`config.mk`:
```
export PLATFORM = sky130hd
export DESIGN_NAME = lock_gated_rst_seq
export DESIGN_NICKNAME = d
export VERILOG_FILES = /design/src/rtl/lgrs_pkg.sv /design/src/rtl/clk_presence_det.sv /design/src/rtl/lock_qualifier.sv /design/src/rtl/seq_fsm.sv /design/src/rtl/lock_gated_rst_seq.sv
export SDC_FILE = /design/constraint.sdc
export NUM_CORES = 1
export LEC_CHECK = 0
export BUFFER_PORTS_ARGS = -buffer_cell sky130_fd_sc_hd__buf_4
export CORE_ASPECT_RATIO = 1.75
export CORE_UTILIZATION = 45
export CTS_CLUSTER_DIAMETER = 30
export DETAILED_ROUTE_END_ITERATION = 10
export GPL_ROUTABILITY_DRIVEN = 0
export HOLD_SLACK_MARGIN = 0.02
export PLACE_DENSITY = 0.77
export SYNTH_ARGS = -nofsm -noshare
export SYNTH_HDL_FRONTEND = slang
export SYNTH_SLANG_ARGS = --single-unit
export TNS_END_PERCENT = 20
```
`constraint.sdc`:
```
create_clock -name clk -period 1.3 [get_ports clk]
set_input_delay 0.13 -clock clk [delete_from_list [all_inputs] [get_ports clk]]
set_output_delay 0.13 -clock clk [all_outputs]
set_load 0.02 [all_outputs]
```
`src/rtl/lgrs_pkg.sv`:
```
package lgrs_pkg;
  typedef enum logic [1:0] {
    ST_HOLD  = 2'd0,
    ST_WCLK  = 2'd1,
    ST_WLOCK = 2'd2,
    ST_RUN   = 2'd3
  } seq_state_e;
endpackage

```
`src/rtl/clk_presence_det.sv`:
```
// Counts synchronized rising edges of a foreign clock per fixed window.
module clk_presence_det #(
  parameter int WINDOW    = 64,
  parameter int MIN_EDGES = 8
) (
  input  logic clk,
  input  logic rst,
  input  logic sense_i,
  output logic present_o
);
  localparam int WW = $clog2(WINDOW);
  localparam int CW = $clog2(MIN_EDGES + 1);

  logic          s1, s2, s3;
  logic          rise;
  logic [WW-1:0] win_cnt;
  logic [CW-1:0] edge_cnt;

  assign rise = s2 & ~s3;

  always_ff @(posedge clk) begin
    if (rst) begin
      s1 <= 1'b0;
      s2 <= 1'b0;
      s3 <= 1'b0;
    end else begin
      s1 <= sense_i;
      s2 <= s1;
      s3 <= s2;
    end
  end

  always_ff @(posedge clk) begin
    if (rst) begin
      win_cnt   <= '0;
      edge_cnt  <= '0;
      present_o <= 1'b0;
    end else if (win_cnt == WW'(WINDOW - 1)) begin
      win_cnt   <= '0;
      edge_cnt  <= '0;
      present_o <= (edge_cnt == CW'(MIN_EDGES));
    end else begin
      win_cnt <= win_cnt + 1'b1;
      if (rise && edge_cnt != CW'(MIN_EDGES))
        edge_cnt <= edge_cnt + 1'b1;
    end
  end
endmodule

```
`src/rtl/lock_qualifier.sv`:
```
// Synchronizes lock bits and requires a run of consecutive good cycles.
module lock_qualifier #(
  parameter int N_LOCK    = 2,
  parameter int LOCK_HOLD = 16
) (
  input  logic              clk,
  input  logic              rst,
  input  logic              clr_i,
  input  logic [N_LOCK-1:0] lock_i,
  output logic              stable_o
);
  localparam int HW = $clog2(LOCK_HOLD + 1);

  logic [N_LOCK-1:0] meta, sync;
  logic [HW-1:0]     run_cnt;

  for (genvar g = 0; g < N_LOCK; g++) begin : g_sync
    always_ff @(posedge clk) begin
      if (rst) begin
        meta[g] <= 1'b0;
        sync[g] <= 1'b0;
      end else begin
        meta[g] <= lock_i[g];
        sync[g] <= meta[g];
      end
    end
  end

  always_ff @(posedge clk) begin
    if (rst || clr_i || !(&sync))
      run_cnt <= '0;
    else if (run_cnt != HW'(LOCK_HOLD))
      run_cnt <= run_cnt + 1'b1;
  end

  assign stable_o = (run_cnt == HW'(LOCK_HOLD));
endmodule

```
`src/rtl/seq_fsm.sv`:
```
// Stage machine: hold all, wait for clock, wait for lock, run.
module seq_fsm
  import lgrs_pkg::*;
(
  input  logic clk,
  input  logic rst,
  input  logic host_rst_i,
  input  logic clk_ok_i,
  input  logic lock_ok_i,
  output logic conv_rst_o,
  output logic mgr_rst_o,
  output logic logic_rst_o,
  output logic ready_o
);
  seq_state_e st_q, st_d;

  always_comb begin
    st_d = st_q;
    unique case (st_q)
      ST_HOLD:  st_d = ST_WCLK;
      ST_WCLK:  if (clk_ok_i) st_d = ST_WLOCK;
      ST_WLOCK: if (!clk_ok_i) st_d = ST_WCLK;
                else if (lock_ok_i) st_d = ST_RUN;
      ST_RUN:   if (!clk_ok_i) st_d = ST_WCLK;
                else if (!lock_ok_i) st_d = ST_WLOCK;
      default:  st_d = ST_HOLD;
    endcase
    if (host_rst_i) st_d = ST_HOLD;
  end

  always_ff @(posedge clk) begin
    if (rst) begin
      st_q        <= ST_HOLD;
      conv_rst_o  <= 1'b1;
      mgr_rst_o   <= 1'b1;
      logic_rst_o <= 1'b1;
      ready_o     <= 1'b0;
    end else begin
      st_q        <= st_d;
      conv_rst_o  <= (st_d == ST_HOLD);
      mgr_rst_o   <= (st_d == ST_HOLD) || (st_d == ST_WCLK);
      logic_rst_o <= (st_d != ST_RUN);
      ready_o     <= (st_d == ST_RUN);
    end
  end
endmodule

```
`src/rtl/lock_gated_rst_seq.sv`:
```
module lock_gated_rst_seq #(
  parameter int N_LOCK    = 2,
  parameter int WINDOW    = 64,
  parameter int MIN_EDGES = 8,
  parameter int LOCK_HOLD = 16
) (
  input  logic              clk,
  input  logic              rst,
  input  logic              host_rst_i,
  input  logic              conv_clk_i,
  input  logic [N_LOCK-1:0] mgr_lock_i,
  output logic              conv_rst_o,
  output logic              mgr_rst_o,
  output logic              logic_rst_o,
  output logic              ready_o
);
  logic clk_ok, lock_ok;

  clk_presence_det #(.WINDOW(WINDOW), .MIN_EDGES(MIN_EDGES)) i_det (
    .clk       (clk),
    .rst       (rst),
    .sense_i   (conv_clk_i),
    .present_o (clk_ok)
  );

  lock_qualifier #(.N_LOCK(N_LOCK), .LOCK_HOLD(LOCK_HOLD)) i_lock (
    .clk      (clk),
    .rst      (rst),
    .clr_i    (mgr_rst_o),
    .lock_i   (mgr_lock_i),
    .stable_o (lock_ok)
  );

  seq_fsm i_fsm (
    .clk         (clk),
    .rst         (rst),
    .host_rst_i  (host_rst_i),
    .clk_ok_i    (clk_ok),
    .lock_ok_i   (lock_ok),
    .conv_rst_o  (conv_rst_o),
    .mgr_rst_o   (mgr_rst_o),
    .logic_rst_o (logic_rst_o),
    .ready_o     (ready_o)
  );
endmodule

```
* After elaboration in Yosys (flattened, before gate mapping) *
Cells that the tools add are included.

operators by class
  reductions and logical operators = 9
  bitwise gates (word level) = 2
  add/sub/neg operators = 3
  equality and inequality tests = 11
  mux-type cells = 7

operators by type and width
  cell                 number
  $mux 2               6
  $pmux 2 s4           1
  $add 6x1->6 const B  1
  $eq 2x2->1 const B   3
  $eq 6x6->1 const B   1
  $add 5x1->5 const B  1
  $eq 5x5->1 const B   1
  $ne 5x5->1 const B   1
  $add 4x1->4 const B  1
  $eq 2x1->1 const B   2
  $eq 4x4->1 const B   1
  $logic_not 2->1      2
  $ne 4x4->1 const B   1
  $logic_or 1x1->1     3
  $ne 2x2->1 const B   1
  $reduce_and 2->1     1
  $reduce_or 2->1      1
  $and 1x1->1          1
  $logic_and 1x1->1    1
  $logic_not 1->1      1
  $not 1->1            1

word-level totals
  register bits after elaboration = 29
  logic and storage cells = 48

* Depth between registers and ports, before layout *
Gate-level depths: netlist (run 1).

  word-level depth = 7
  mapped depth = 5
  mapped depth without buffers = 5

* Hierarchy *
A second synthesis (run 1) with hierarchy kept.

second synthesis, totals
  cells, all modules = 107
  area total of the unflattened synthesis = 1071.0 um^2

modules (own cells, without submodules)
  module            area an instance (um^2)  cells an instance  instances
  clk_presence_det  551.8                    60                 1
  lock_qualifier    345.3                    32                 1
  seq_fsm           173.9                    15                 1

* Worst setup path before layout (run 1) *
Ideal clock, no wire load.

  kind = reg-to-reg
  from = reg i_det.edge_cnt[0]
  to = reg i_det.edge_cnt[2]
  arrival time = 1318 ps
  period minus slack after synthesis = 1390 ps
  library setup time = 71 ps
  path slack = -90 ps
  cell stages (with the launch flop) = 6
  path through = dfxtp_1 -> inv_1 -> ha_1 -> and3b_1 -> or4_1 -> a21oi_1

between the ends
  word-level cells in the longest chain between the ends = 2
  elaborated cells between the ends (all ways) = 3
  those cells by class = 1 x add/sub; 1 x eq/ne; 1 x reduce/logical

RTL lines
  what                                                 RTL line                source
  start: declaration                                   clk_presence_det.sv:17  logic [CW-1:0] edge_cnt;
  start signal: assignment                             clk_presence_det.sv:45  edge_cnt <= edge_cnt + 1'b1;
  branches (longest 2 deep; another with $add 4x1->4)  --

Several ways; the timed one is not identified.
A chain may end at the register's enable or synchronous reset.

* Worst setup path in the final report (run 1) *
Ends and elaborated chain as after synthesis.

==> results of run 1 <==
[area by class of cell]
cell class | count | area (sq um) | area share
inverters | 8 | 31.28 | 0.02250
well taps | 25 | 31.28 | 0.02250
flip-flops and latches | 29 | 586.8 | 0.4221
repair buffers | 20 | 150.1 | 0.1080
clock buffers | 7 | 96.34 | 0.06931
multi-input cells | 72 | 489.2 | 0.3519
clock inverters | 1 | 5.005 | 0.003600
[timing repair]
item | CTS | global route
gates resized for setup | 7 | 8
buffers inserted | 5 | 1
pin swaps | 4 | 2
hold buffers | 0 | 0
endpoints found under the setup margin | 4 | 12
[cells by family (layout without fill, tap and decap cells)]
family / count (synthesis) / in the layout / share of synthesized area
AOI/OAI and AO/OA: 14 / 14 / 0.06792
muxes: 1 / 1 / 0.009368
xor gates and xnor gates: 7 / 7 / 0.05738
adders and majority gates: 5 / 5 / 0.05855
DFF: 29 / 29 / 0.5433
and+or+nand+nor: 45 / 45 / 0.2307
buffers and inverters: 9 / 36 / 0.03278
[per-stage QoR]
step / setup TNS [ns] / utilization / instances / instance area [sq um]
2_1_floorplan: -0.04715 / - / 110 / 1074
3_3_place_gp: -0.04176 / 0.5305 / 148 / 1206
3_5_place_dp: -0.2085 / 0.5305 / 148 / 1206
4_1_cts: -0.1087 / 0.5971 / 161 / 1358
5_1_grt: -0.3182 / 0.6114 / 162 / 1390
6_report: -0.1596 / 0.6114 / 162 / 1390
[where the power goes]
group	switching [mW]	internal [mW]	total (mW)
clock	0.313	0.476	0.790
combinational	0.0393	0.0456	0.0849
sequential	0.0112	0.913	0.924
[cells in the final DEF (no fill, tap or decap), drive strengths merged]
cell and n:
or4 1, inv 7, buf 20, nor2 13, or3 3, dfxtp 29, clkbuf 7, nor2b 9
clkinv 1, xnor2 3, mux2i 1, o21bai 1, a21oi 7, nand4bb 1, nand3 7, nand4 1
and4bb 1, nand2b 1, nand2 4, o21ai 6, ha 5, xor2 4, or2 2, and3b 1
clkinvlp 1, nand3b 1
[worst paths after layout]
check	startpoint	endpoint	slack [ns]
worst min register to register	i_det.win_cnt[0]	i_det.win_cnt[0]	0.41
worst min-delay path	mgr_lock_i[1]	i_lock.meta[1]	0.06
worst max-delay path	i_det.edge_cnt[0]	i_det.edge_cnt[2]	-0.14
worst max register to register	i_det.edge_cnt[0]	i_det.edge_cnt[2]	-0.14
[per-layer routing]
| layer | vias to the layer above | track usage |
|---|---|---|
| met4 | 0 | 0.1293 |
| li1 | 415 | - |
| met5 | - | 0 |
| met1 | 391 | 0.1617 |
| met3 | 7 | 0.09000 |
| met2 | 18 | 0.3083 |
[flip-flops by register name (all words and copies together) (netlist names), 2 cells and up]
signal          count
i_det.win_cnt       6
i_lock.run_cnt      5
i_det.edge_cnt      4
i_fsm.st_q          2
i_lock.meta         2
i_lock.sync         2
==> flow_metrics.tcl, run 1 <==
set metrics [dict create \
    status "finished, violations left" \
    violations "negative setup slack" \
    remaining_drc_errors 0 \
    grt_usage 0.1851 \
    n_antenna_cell 0 \
    min_path_cells 2 \
    dr_wl_met2_um 1097 \
    cts_buffers 5 \
    finalHoldWorstSlack_ns 0.06342 \
    synth_area_per_cell_sq_um 9.714 \
    relSlewSlack 0.8462 \
    cp_data_arrival_time_ns 1.66 \
    end_kind "flop" \
    path_buf_inv 1 \
    ir_drop_mv 1.082 \
    async_flop_share 0 \
    cp.depth 5 \
    via_per_inst 5.130 \
    cts_root_buf "clkbuf_8" \
    drt_iter0_drc 10 \
    cts.sinks 29 \
    synth_top_flop_cell "dfxtp_1" \
    grt_overflow 0 \
    period_needed_ns 1.445 \
    seq_area_frac_synth 0.5433 \
    rows 23 \
    clk_path_buf_depth 2 \
    yosys_warnings 0 \
    hp-class "in -> reg" \
    port-buffer-count 9 \
    met3_length_um 98 \
    ys_top_cells_by_area "dfxtp_1 (54%), ha_1 (5.9%), nor2b_1 (5.3%), nor2_1 (4.6%), a21oi_1 (3.3%)" \
    detail-route-antenna-nets 0 \
    min_period_over_period 1.111 \
    wl_met1_um 764 \
    synth-edff-count 0 \
    core_sq_um 2273 \
    finalWorstSetupSlack_ns -0.1446 \
    netlist_instances 110 \
    dieWidth_um 38.84 \
    synth.distinct_cells 25 \
    fp.dieH_um 66.46 \
    total_power_mw 1.799 \
    area_delta_synth_final_pct 30.09 \
    cts_max_level 2 \
    clkTransAtPathRegs_ns 0.06 \
    vias 831 \
    slowest_stage "or4_1" \
    antenna_found_initial 0 \
    fin_worst_skew_ns 0.005231 \
    ys_ff_latch 29 \
    ys_top_cells_by_count "dfxtp_1 (29), nor2_1 (13), nor2b_1 (9)" \
    top_layer "met4" \
    grt_pass1_wl_um 3091 \
    dpl_worst_slack_ns -0.1448 \
    syn_nets 121 \
    dr.pass1.iters 4 \
    cp_top_family "simple AND/OR/NAND/NOR gates" \
    crit_chain "inv_2 > ha_4 > and3b_1 > or4_1 > a21oi_1" \
    grt_max_degree 14 \
    io_pins 10 \
    wl_per_cell_um 12.51 \
    tritoncts "yes" \
    wirelength_um 2026 \
    die-area_sq_um 2581 \
    max_cap_viol_count 0 \
    critPathKind "reg -> reg" \
    reg2reg_depth 5 \
    finalHoldViolCount 0 \
    cellPowerDensity_nw_per_um2 1294 \
    syn-cell-area_sq_um 1069 \
    grt_pass1_vias 774 \
    clkLatencyLatePin_ns 0.28 \
    nNetsFinal 147 \
    synth.most_common_cell "dfxtp_1" \
    path_max_fanout 2 \
    fmax_ghz 0.6922 \
    tightest_slew_ns 0.2283 \
    fill_cells 192 \
    synth_top_area_frac 0.5433 \
    yosysTopAreaCell "dfxtp_1" \
    drive_gt1_frac 0.3358 \
    slowest_delay_ns 0.51 \
    crit_required_ns 1.51 \
    rsz0062_at_grt "true" \
    slew_viol_final 0 \
    power_leakage_nw 0.5490 \
    dpl.hpwl_um 1311 \
    cp-start-kind "flop" \
    setup-violations-final 3 \
    start_util 0.4700 \
]
Note: power is estimated with default switching activity, not from simulation.
==> run 2: changes to the inputs <==
--- a/config.mk
+++ b/config.mk
@@ -12,6 +12,7 @@
 export DETAILED_ROUTE_END_ITERATION = 10
 export GPL_ROUTABILITY_DRIVEN = 0
 export HOLD_SLACK_MARGIN = 0.02
+export MAX_ROUTING_LAYER = met4
 export PLACE_DENSITY = 0.77
 export SYNTH_ARGS = -nofsm -noshare
 export SYNTH_HDL_FRONTEND = slang
==> flow_metrics.tcl, run 2 (synthesis gave the netlist of run 1 again) <==
set metrics [dict create \
    status "finished, violations left" \
    violations "negative setup slack" \
    layout_common_cells "dfxtp_1 (24), buf_4 (20), nor2_1 (13)" \
    cts_max_level 2 \
    n_antenna_cell 0 \
    met3_length_um 104 \
    relSlewSlack 0.8462 \
    via_per_inst 5.173 \
    grt_overflow 0 \
    cts.sinks 29 \
    rr_endpoint "i_det.edge_cnt[2]" \
    top_register "i_det.win_cnt" \
    dr_wl_met2_um 1091 \
    die-area_sq_um 2581 \
    finalWorstSetupSlack_ns -0.1583 \
    setup-violations-final 3 \
    core_sq_um 2273 \
    finalHoldViolCount 0 \
    rsz0062_at_grt "true" \
    clkTransAtPathRegs_ns 0.06 \
    mostFrequentLayoutCell "dfxtp_1" \
    vias 838 \
    hp-class "in -> reg" \
    fin_worst_skew_ns 0.005004 \
    tritoncts "yes" \
    period_needed_ns 1.458 \
    drive_gt1_frac 0.3358 \
    cp_data_arrival_time_ns 1.67 \
    start_util 0.4700 \
    clkLatencyLatePin_ns 0.28 \
    top_layer "met4" \
    min_path_cells 2 \
    max_cap_viol_count 0 \
    detail-route-antenna-nets 0 \
    area_delta_synth_final_pct 30.09 \
    path_max_fanout 2 \
    power_leakage_nw 0.5490 \
    wirelength_um 2011 \
    worstHoldStart "mgr_lock_i[1]" \
    drt_iter0_drc 17 \
    grt_usage 0.1896 \
    utilization 0.6114 \
    tightest_slew_ns 0.2283 \
    grt_pass1_vias 775 \
    fmax_ghz 0.6857 \
    largest_register_ffs 6 \
    min_period_over_period 1.122 \
    hold_end "i_lock.meta[1]" \
    crit_required_ns 1.51 \
    antenna_found_initial 0 \
    ir_drop_mv 1.082 \
    end_kind "flop" \
    wl_met1_um 746 \
    port-buffer-count 9 \
    nNetsFinal 147 \
    total_power_mw 1.796 \
    cts_buffers 5 \
    grt_max_degree 14 \
    cts_root_buf "clkbuf_8" \
    remaining_drc_errors 0 \
    clk_path_buf_depth 2 \
    reg2reg_depth 5 \
    dieWidth_um 38.84 \
    reg_top3 "i_det.win_cnt (6), i_lock.run_cnt (5), i_det.edge_cnt (4)" \
    fin_tns_setup_ns -0.1882 \
    dpl_worst_slack_ns -0.1448 \
    rows 23 \
    cp-start-kind "flop" \
    fp.dieH_um 66.46 \
    cellPowerDensity_nw_per_um2 1292 \
    grt_pass1_wl_um 3091 \
    wl_per_cell_um 12.41 \
    io_pins 10 \
    dr.pass1.iters 4 \
    rr_startpoint "i_det.edge_cnt[0]" \
    fill_cells 192 \
    slew_viol_final 0 \
    r2r_slack_ns -0.16 \
    multiInputGateArea_sq_um 489.2 \
    dpl.hpwl_um 1311 \
    critPathKind "reg -> reg" \
    regArea_sq_um 586.8 \
]
## run 2: cell counts in the layout (fill, tap and decap cells not counted)
No cell type changed its count.
## run 2: repair_timing
| action | CTS | global route |
|---|---|---|
| pin swaps | 4 | 2 |
| hold buffers | 0 | 0 |
| endpoints found under the setup margin | 4 | 12 |
| buffers inserted | 5 | 1 |
| resized for setup | 7 | 8 |
| gates cloned | 0 | 0 |
## run 2: layout make-up
| class | instances | share of cell area |
|---|---|---|
| flip-flops and latches | 29 | 0.4221 |
| multi-input cells | 72 | 0.3519 |
| repair buffers | 20 | 0.1080 |
| clock buffers | 7 | 0.06931 |
| inverters | 8 | 0.02250 |
| well taps | 25 | 0.02250 |
| clock inverters | 1 | 0.003600 |
## run 2: metal layers
layer / global-route usage / vias to the layer above
met3: 0.09000 / 8
met4: 0.1293 / 0
met1: 0.1617 / 396
met2: 0.3083 / 19
li1: - / 415
met5: - / -
## run 2: stage by stage
| stage | instance area, sq um | std cells | hold slack, ns |
|---|---|---|---|
| after detailed placement | 1206 | 148 | 0.3541 |
| after global placement | 1206 | 148 | 0.3442 |
| after CTS | 1358 | 161 | 0.05436 |
| after floorplan | 1074 | 110 | 0.2521 |
| final | 1390 | 162 | 0.06456 |
| after global routing | 1390 | 162 | 0.05026 |
## run 2: how the worst max path moves through the flow
stage                       from                end  slack, ns  cells after the start
3_3_place_gp   i_det.edge_cnt[0]  i_det.edge_cnt[2]      -0.04                      5
2_1_floorplan  i_det.edge_cnt[0]  i_det.edge_cnt[2]      -0.05                      5
3_5_place_dp   i_det.edge_cnt[0]  i_det.edge_cnt[2]      -0.14                      5
4_1_cts        i_det.edge_cnt[0]  i_det.edge_cnt[2]      -0.11                      5
5_1_grt        i_det.edge_cnt[0]  i_det.edge_cnt[2]      -0.17                      5
6_report       i_det.edge_cnt[0]  i_det.edge_cnt[2]      -0.16                      5
## run 2: report_power, final
| group | internal, mW | total [mW] | switching [mW] |
|---|---|---|---|
| registers | 0.913 | 0.924 | 0.0113 |
| clock network | 0.476 | 0.787 | 0.311 |
| logic | 0.0456 | 0.0845 | 0.0389 |
| total | 1.43 | 1.80 | 0.361 |
## run 2: critical path, cell delays in order, from the launching register on
cell	delay [ns]
dfxtp_2	0.34
inv_2	0.06
ha_4	0.15
and3b_1	0.18
or4_1	0.52
a21oi_1	0.14
==> run 3: changes to the inputs <==
--- a/config.mk
+++ b/config.mk
@@ -6,14 +6,13 @@
 export NUM_CORES = 1
 export LEC_CHECK = 0
 export BUFFER_PORTS_ARGS = -buffer_cell sky130_fd_sc_hd__buf_4
-export CORE_ASPECT_RATIO = 1.75
-export CORE_UTILIZATION = 45
+export CORE_UTILIZATION = 50
 export CTS_CLUSTER_DIAMETER = 30
 export DETAILED_ROUTE_END_ITERATION = 10
 export GPL_ROUTABILITY_DRIVEN = 0
 export HOLD_SLACK_MARGIN = 0.02
 export MAX_ROUTING_LAYER = met4
-export PLACE_DENSITY = 0.77
+export PLACE_DENSITY = 0.83
 export SYNTH_ARGS = -nofsm -noshare
 export SYNTH_HDL_FRONTEND = slang
 export SYNTH_SLANG_ARGS = --single-unit
==> flow_metrics.tcl, run 3 (synthesis gave the netlist of run 1 again) <==
set metrics [dict create \
    status "finished, violations left" \
    violations "negative setup slack" \
    detail-route-antenna-nets 0 \
    worstHoldStart "mgr_lock_i[1]" \
    dpl.hpwl_um 1261 \
    hold_end "i_lock.meta[1]" \
    dr.pass1.iters 4 \
    n_antenna_cell 0 \
    area_delta_synth_final_pct 29.51 \
    comb_power_share 0.059 \
    clk_path_buf_depth 2 \
    grt_overflow 0 \
    via_per_inst 5.055 \
    critPathKind "reg -> reg" \
    switching_share 0.2188 \
    stdcell_area_sq_um 1384 \
    fmax_ghz 0.7162 \
    tritoncts "yes" \
    p_sw_mw 0.3404 \
    grt_pass1_wl_um 3049 \
    die-area_sq_um 2326 \
    io_pins 10 \
    min_period_over_period 1.074 \
    cts_root_buf "clkbuf_4" \
    wl_per_cell_um 11.86 \
    finalWorstSetupSlack_ns -0.09629 \
    rr_startpoint "i_det.edge_cnt[1]" \
    fill_cells 147 \
    hp-class "in -> reg" \
    power_leakage_nw 0.5275 \
    cts.sinks 29 \
    cts_max_level 2 \
    dp_cells 151 \
    rr_endpoint "i_det.edge_cnt[2]" \
    drive_gt1_frac 0.3212 \
    fp.dieH_um 48.23 \
    cp-start-kind "flop" \
    min_path_cells 2 \
    core_sq_um 1982 \
    nNetsFinal 148 \
    slew_viol_final 0 \
    relSlewSlack 0.8315 \
    seqPwrFrac 0.594 \
    cts_buffers 5 \
    top_register "i_det.win_cnt" \
    remaining_drc_errors 0 \
    total_power_mw 1.556 \
    tightest_slew_ns 0.2528 \
    start_util 0.5391 \
    cp_data_arrival_time_ns 1.66 \
    setup-violations-final 1 \
    largest_register_ffs 6 \
    clkLatencyLatePin_ns 0.32 \
    layout_common_cells "dfxtp_1 (25), buf_4 (19), nor2_1 (13)" \
    clkTransAtPathRegs_ns 0.08 \
    period_needed_ns 1.396 \
    end_kind "flop" \
    ir_drop_mv 1.002 \
    finalHoldViolCount 0 \
    fin_worst_skew_ns 0.01038 \
    rows 16 \
    reg2reg_depth 5 \
    rsz0062_at_grt "true" \
    reg_top3 "i_det.win_cnt (6), i_lock.run_cnt (5), i_det.edge_cnt (4)" \
    grt_usage 0.2108 \
    vias 829 \
    cellPowerDensity_nw_per_um2 1124 \
    dieWidth_um 48.23 \
    wirelength_um 1945 \
    intPower_mw 1.216 \
    clockPowerShare 0.347 \
    path_max_fanout 2 \
    r2r_slack_ns -0.1 \
    port-buffer-count 9 \
    max_cap_viol_count 0 \
    instances_no_fill 164 \
    drt_iter0_drc 12 \
    antenna_found_initial 0 \
    dpl_worst_slack_ns -0.08927 \
    fin_tns_setup_ns -0.09629 \
    grt_max_degree 14 \
    mostFrequentLayoutCell "dfxtp_1" \
    grt_pass1_vias 748 \
    crit_required_ns 1.56 \
    placed_area_sq_um 1216 \
]
## run 3: changes by cell type in the layout (fill, tap and decap cells not counted), moves of 2 or more
cell	previous run	this run
ha_4	1	3
clkbuf_8	7	1
ha_1	3	1
dlygate4sd3_1	0	2
clkbuf_4	0	5
## run 3: how the worst max path moves through the flow
stage	start	end	slack, ns
2_1_floorplan	i_det.edge_cnt[0]	i_det.edge_cnt[2]	-0.05
3_3_place_gp	i_det.edge_cnt[0]	i_det.edge_cnt[2]	-0.04
3_5_place_dp	i_det.edge_cnt[0]	i_det.edge_cnt[2]	-0.09
4_1_cts	i_det.edge_cnt[1]	i_det.edge_cnt[2]	-0.08
5_1_grt	i_det.edge_cnt[0]	i_det.edge_cnt[2]	-0.12
6_report	i_det.edge_cnt[1]	i_det.edge_cnt[2]	-0.1
## run 3: critical path: stages, from the launching register on
cell,delay [ns]
dfxtp_2,0.34
inv_2,0.05
ha_4,0.15
and3b_1,0.18
or4_4,0.48
a21oi_2,0.14
## run 3: layer usage
layer / wire length [um] / vias to the layer above / GRT usage
met5: 0 / - / -
met4: 26 / 0 / 0.08333
met3: 102 / 6 / 0.1000
met2: 976 / 20 / 0.3307
met1: 840 / 386 / 0.2288
li1: - / 417 / -
## run 3: what timing repair did
item | in CTS | in global routing
setup endpoints to repair | 3 | 12
hold endpoints to repair | 2 | 0
resized for setup | 6 | 13
hold buffers | 2 | 0
pin swaps | 3 | 8
setup buffers | 3 | 1
## run 3: metrics by stage
| step | hold WS (ns) | utilization |
|---|---|---|
| 2_1_floorplan | 0.2521 | - |
| 3_3_place_gp | 0.3475 | 0.6136 |
| 3_5_place_dp | 0.3505 | 0.6136 |
| 4_1_cts | 0.02176 | 0.6686 |
| 5_1_grt | 0.03567 | 0.6982 |
| 6_report | 0.02924 | 0.6982 |
## run 3: power groups by stage
stage               Combinational (mW)  Clock [mW]  Sequential [mW]
floorplan                       0.0372           0            0.942
CTS                             0.0821       0.558            0.920
global route                     0.102       0.595            0.927
global placement                0.0673           0            0.941
finish                          0.0923       0.540            0.924
detailed placement              0.0723           0            0.942
## run 3: area by class of cell
class | count | area (sq um) | share of cell area
clock buffer | 7 | 55.05 | 0.03978
inverter | 8 | 33.78 | 0.02441
multi-input combinational | 72 | 513.0 | 0.3707
sequential | 29 | 585.6 | 0.4231
tap | 27 | 33.78 | 0.02441
timing repair buffer | 21 | 162.7 | 0.1175
